[config.mk]
export PLATFORM = sky130hd
export DESIGN_NAME = wdt_keyed
export DESIGN_NICKNAME = d
export VERILOG_FILES = /design/src/rtl/wdt_keyed.sv
export SDC_FILE = /design/constraint.sdc
export NUM_CORES = 1
export LEC_CHECK = 0
export ABC_AREA = 0
export BUFFER_PORTS_ARGS = -buffer_cell sky130_fd_sc_hd__buf_2
export CAP_MARGIN = 20
export CORE_MARGIN = 1.5
export CORE_UTILIZATION = 30
export CTS_BUF_LIST = sky130_fd_sc_hd__clkbuf_8
export CTS_CLUSTER_DIAMETER = 50
export DETAILED_ROUTE_END_ITERATION = 8
export PLACE_DENSITY = 0.56
export SLEW_MARGIN = 20
export SYNTH_ARGS = -nofsm -noshare
export SYNTH_HDL_FRONTEND = slang
export SYNTH_SLANG_ARGS = --single-unit
[constraint.sdc]
create_clock -name clk -period 3.4 [get_ports clk]
set_clock_uncertainty 0.2 [all_clocks]
set_input_delay 0.17 -clock clk [delete_from_list [all_inputs] [get_ports clk]]
set_output_delay 0.17 -clock clk [all_outputs]
set_load 0.1 [all_outputs]
[src/rtl/wdt_keyed.sv]
module wdt_keyed #(
  parameter int ADDR_W    = 8,
  parameter int DATA_W    = 32,
  parameter int PEND_CYC  = 4,
  parameter int PSC_EXP_W = 3,
  parameter int REV_MAJOR = 2,
  parameter int REV_MINOR = 1
) (
  input  logic              clk,
  input  logic              rst_n,
  input  logic              tick_en,
  input  logic [ADDR_W-1:0] bus_addr,
  input  logic              bus_we,
  input  logic [DATA_W-1:0] bus_wdata,
  output logic [DATA_W-1:0] bus_rdata,
  output logic              rst_req
);
  localparam int NREG  = 5;
  localparam int PC_W  = $clog2(PEND_CYC + 1);
  localparam int PSC_W = (1 << PSC_EXP_W) - 1;

  localparam logic [ADDR_W-1:0] A_ID   = ADDR_W'(8'h00);
  localparam logic [ADDR_W-1:0] A_CTRL = ADDR_W'(8'h24);
  localparam logic [ADDR_W-1:0] A_CNT  = ADDR_W'(8'h28);
  localparam logic [ADDR_W-1:0] A_LOAD = ADDR_W'(8'h2C);
  localparam logic [ADDR_W-1:0] A_TRIG = ADDR_W'(8'h30);
  localparam logic [ADDR_W-1:0] A_POST = ADDR_W'(8'h34);
  localparam logic [ADDR_W-1:0] A_KEY  = ADDR_W'(8'h48);

  localparam logic [DATA_W-1:0] KEY_RUN1  = DATA_W'(16'hBBBB);
  localparam logic [DATA_W-1:0] KEY_RUN2  = DATA_W'(16'h4444);
  localparam logic [DATA_W-1:0] KEY_STOP1 = DATA_W'(16'hAAAA);
  localparam logic [DATA_W-1:0] KEY_STOP2 = DATA_W'(16'h5555);
  localparam logic [7:0]        REV       = 8'(((REV_MAJOR & 15) << 4) | (REV_MINOR & 15));

  typedef enum logic [1:0] {K_IDLE, K_RUN1, K_STOP1} key_stage_t;

  logic [NREG-1:0]      sel, pend, acc;
  logic [DATA_W-1:0]    cnt_q, load_q, trig_q;
  logic [PSC_EXP_W:0]   ctrl_q;
  logic [PSC_W-1:0]     psc_q, psc_mask;
  logic [PSC_W:0]       one_sh, one_sh_m1;
  logic                 run_q, rst_req_q;
  key_stage_t           stage_q;
  logic                 pre_en, tick_go, adv, wrap, trig_rl, acc_cnt;

  assign sel = {bus_addr == A_KEY, bus_addr == A_TRIG, bus_addr == A_LOAD,
                bus_addr == A_CNT, bus_addr == A_CTRL};
  assign acc = {NREG{bus_we}} & sel & ~pend;

  for (genvar i = 0; i < NREG; i++) begin : g_post
    logic [PC_W-1:0] left_q;
    always_ff @(posedge clk) begin
      if (!rst_n)            left_q <= '0;
      else if (acc[i])       left_q <= PC_W'(PEND_CYC);
      else if (left_q != '0) left_q <= left_q - PC_W'(1);
    end
    assign pend[i] = left_q != '0;
  end

  always_ff @(posedge clk) begin
    if (!rst_n) begin
      ctrl_q <= '0;
      load_q <= '0;
      trig_q <= '0;
    end else begin
      if (acc[0]) ctrl_q <= bus_wdata[PSC_EXP_W+2:2];
      if (acc[2]) load_q <= bus_wdata;
      if (acc[3]) trig_q <= bus_wdata;
    end
  end

  always_ff @(posedge clk) begin
    if (!rst_n) begin
      run_q   <= 1'b0;
      stage_q <= K_IDLE;
    end else if (acc[4]) begin
      if (bus_wdata == KEY_RUN2 && stage_q == K_RUN1)   run_q <= 1'b1;
      if (bus_wdata == KEY_STOP2 && stage_q == K_STOP1) run_q <= 1'b0;
      if (bus_wdata == KEY_RUN1)       stage_q <= K_RUN1;
      else if (bus_wdata == KEY_STOP1) stage_q <= K_STOP1;
      else                             stage_q <= K_IDLE;
    end
  end

  assign pre_en    = ctrl_q[PSC_EXP_W];
  assign one_sh    = (PSC_W+1)'(1) << ctrl_q[PSC_EXP_W-1:0];
  assign one_sh_m1 = one_sh - (PSC_W+1)'(1);
  assign psc_mask  = one_sh_m1[PSC_W-1:0];
  assign tick_go   = run_q && tick_en;
  assign adv       = tick_go && (!pre_en || psc_q == psc_mask);
  assign wrap      = adv && (&cnt_q);
  assign acc_cnt   = acc[1];
  assign trig_rl   = acc[3] && bus_wdata != trig_q;

  always_ff @(posedge clk) begin
    if (!rst_n)                               psc_q <= '0;
    else if (acc[0] || acc_cnt || trig_rl || adv) psc_q <= '0;
    else if (tick_go && pre_en)               psc_q <= psc_q + PSC_W'(1);
  end

  always_ff @(posedge clk) begin
    if (!rst_n) begin
      cnt_q     <= '0;
      rst_req_q <= 1'b0;
    end else begin
      rst_req_q <= 1'b0;
      if (acc_cnt)      cnt_q <= bus_wdata;
      else if (trig_rl) cnt_q <= load_q;
      else if (wrap) begin
        cnt_q     <= load_q;
        rst_req_q <= 1'b1;
      end else if (adv) cnt_q <= cnt_q + DATA_W'(1);
    end
  end

  assign rst_req = rst_req_q;

  always_comb begin
    unique case (bus_addr)
      A_ID:    bus_rdata = DATA_W'(REV);
      A_CTRL:  bus_rdata = DATA_W'({ctrl_q, 2'b00});
      A_CNT:   bus_rdata = cnt_q;
      A_LOAD:  bus_rdata = load_q;
      A_TRIG:  bus_rdata = trig_q;
      A_POST:  bus_rdata = DATA_W'(pend);
      default: bus_rdata = '0;
    endcase
  end
endmodule

==> results.toml <==
[grt]
antenna_found_initial = 0
vias_in_the_first_global_route = 6948
grt_first_pass_wirelength_mm = 40.3
gr-usage-all-layers_pct = 21.3
grt.overflow.total = 0
maximum_number_of_pins_on_one_net_before_global_route_repair = 42

[die]
row_count = 56
start_util_pct = 30.5
ioPinCount = 77
fp.coreArea_mm2 = 0.0234
die_y_um = 157
fp.dieArea_mm2 = 0.0247
fp.dieW_um = 157

[sta]
max_freq_ghz = 0.305
final-setup-viol-count = 0
rsz0062_at_grt = "false"
relSlewSlack_pct = 56.7
setup_total_negative_slack_ns = 0
worst_slack_on_hold_paths_ns = 0.0428
worst-slew-pin-transition_ns = 0.649
finalCriticalPeriod_ns = 3.28
report.final.slew_viol_count = 0
timing_hold_violations_final = 0
final.period_utilization_pct = 96.5

[synthesis]
post_synth_mux_area_share_pct = 2.00
ys_seq_elements = 126
top_cells_by_instance_count_after_synthesis = "nand2_1 (186), dfxtp_1 (126), a21oi_1 (91)"
synth_compound_area_share_pct = 22.6
postSynthCellCount = 940
library_cell_with_the_largest_summed_area_after_synthesis = "dfxtp_1"
most_frequent_cell_after_synthesis = "nand2_1"
synth_edf_count = 0
asyncSetResetFlopFracSynth_pct = 0
synth_top_family_by_area = "simple AND/OR/NAND/NOR gates"
syn-cell-area_mm2 = 0.00713
synth.yosys.seq_area_share_pct = 35.4
fraction_of_synthesized_cell_area_in_xor_and_xnor_cells_pct = 6.88
yosysWarnings = 0
synth_top_area_share_pct = 35.4
synth_net_count = 997
synth-simple-area-share_pct = 24.9
syn_area_per_cell_um2 = 7.58
synth_adder_area_share_pct = 2.28
ys.flop_type = "dfxtp_1"
synthTopCellsByArea = "dfxtp_1 (35%), nand2_1 (9.8%), a21oi_1 (6.4%), xor2_1 (5.4%), a222oi_1 (3.7%)"
synth.lib_cells_used.distinct = 67

[placement]
port_buffers = 76
globalplace.congestion = 0.891
dpl.hpwl_mm = 18.0

[clocking]
clk_latency_ns = 0.45
cts-htree-levels = 4
max-clock-path-buffers = 2
cts_tree = "done"
clk_sinks = 126
clock_transition_at_the_registers_of_the_reported_paths_ns = 0.08
root_buffer = "clkbuf_8"
numCtsBuffers = 17

[finish]
layout-drive-gt1-share_pct = 15.3
ant_cells = 0
fillCellCount = 2521
area_growth_pct = 21.8
nets = 1101

[pwr]
total_leakage_power_nw = 3.44
worst_ir_drop_vdd_mv = 0.158
switchingPower_mw = 1.01
p_int_mw = 2.46
power.share.switching_pct = 29.1
comb_power_share_pct = 18.2
p_per_area_mw_per_mm2 = 400
power.sequential.fraction_pct = 46.1
clkPwrFrac_pct = 35.7

[detailed_routing]
dr_total_vias = 7415
drt_pre_antenna_iters = 6
dr.first_iter.drc_count = 934
ant_nets = 0
wl_per_cell_um = 18.7
detail_route.drc_violations = 0
drt-total-wl_mm = 25.7
drt-vias-per-instance = 5.40

[critical_path]
crit_path_max_fanout = 6
setup.worst_path.end_class = "register"
cp_data_arrival_time_ns = 3.42
timing_worst_setup_path_type = "reg -> reg"
startpoint_type = "register"
cp_common_cell = "buf_4"
slowest_stage = "nor4_1"
slowest_delay_ns = 0.38
timing.critical_path.cells = "or3_1 > ha_1 > xor2_2 > mux2i_1 > o221ai_2 > o31ai_4 > buf_4 > buf_4 > nand2_1 > nor4_1 > nor3_1 > a21o_1"
required_ns = 3.54

[status]
run_status = "finished clean"

[run]
max_capacitance_violation_total = 0

[min_path]
worst_hold_path_type = "in -> reg"
[metal layers]
metal  routed length, um  vias to the layer above  share of wire (%)  track usage (%)
met5                   0                        -                  0                0
met4                 514                        0                2.0             7.14
met3                1690                       34                6.6             4.43
met2               11600                      285                 45             33.5
met1               11800                     3523                 46             29.0
li1                    -                     3573                  -                -
[power groups by stage]
stage	clock, mW	combinational (mW)	sequential, mW
after floorplan	0	0.416	1.62
after global placement	0	0.592	1.63
after detailed placement	0	0.602	1.63
after CTS	1.26	0.636	1.60
after global routing	1.33	0.726	1.61
final	1.24	0.632	1.60
[repair_timing]
item | in CTS | in global routing
hold buffers | 33 | 0
pin swaps | 0 | 0
resized for setup | 1 | 7
setup endpoints to repair | 1 | 30
buffers inserted | 0 | 1
hold endpoints to repair | 105 | 0
[state kept, by name, indices dropped and copies added, names as in the netlist]
name	cells
cnt_q	32
ctrl_q	4
g_post.left_q	15
load_q	32
psc_q	7
rst_req	1
run_q	1
stage_q	2
trig_q	32
[worst max-delay path: cells and delay by family (launching register included)]
kind            cells  cell delay (ns)
simple gates        4             1.00
flops               1             0.35
fa+ha+maj           1             0.30
xor+xnor            1             0.22
mux                 1             0.26
compound gates      3             0.48
buf+inv             2             0.35
[worst paths after layout]
| kind | from | endpoint | slack [ns] | depth (start not counted) |
|---|---|---|---|---|
| min reg2reg | g_post[1].left_q[2] | g_post[1].left_q[2] | 0.27 | 1 |
| max | ctrl_q[1] | cnt_q[2] | 0.12 | 12 |
| min | bus_we | g_post[2].left_q[2] | 0.04 | 3 |
| max reg2reg | ctrl_q[1] | cnt_q[2] | 0.12 | 12 |
[through the flow]
stage / cells / worst slack [ns] / util [%] / cell area (um2) / power [mW]
finish: 1374 / 0.118 / 37.1 / 8690 / 3.47
global route: 1374 / 0.00596 / 37.1 / 8690 / 3.67
CTS: 1373 / 0.0161 / 37.0 / 8660 / 3.49
detailed placement: 1310 / 0.0194 / 34.0 / 7960 / 2.23
global placement: 1310 / 0.151 / 34.0 / 7960 / 2.22
floorplan: 940 / 0.0738 / - / 7130 / 2.04
[area by class of cell]
class                   instances  area [um2]  share of cell area (%)
repair buffers                148        1020                    11.7
clock inverters                 9        71.3                   0.821
multi-input cells             707        4220                    48.6
well taps                     319         399                    4.60
flip-flops and latches        126        2520                    29.0
inverters                      44         165                    1.90
clock buffers                  21         289                    3.33
[placed cells by master (no fill, tap or decap), drive strengths merged, types with 21 or more instances in the layout]
| cell | count |
|---|---|
| a21oi | 91 |
| a222oi | 26 |
| buf | 115 |
| clkbuf | 21 |
| dfxtp | 126 |
| dlygate4sd3 | 33 |
| inv | 47 |
| nand2 | 186 |
| nand3 | 24 |
| nor2 | 63 |
| nor3 | 21 |
| o21ai | 40 |
| xor2 | 44 |
[cell families after synthesis]
logic type,after synthesis
AOI/OAI and AO/OA,241
muxes,14
xor gates and xnor gates,56
buffers and inverters,107
DFF,126
adders and majority gates,13
and+or+nand+nor,383
Note: power is estimated with default switching activity, not from simulation.
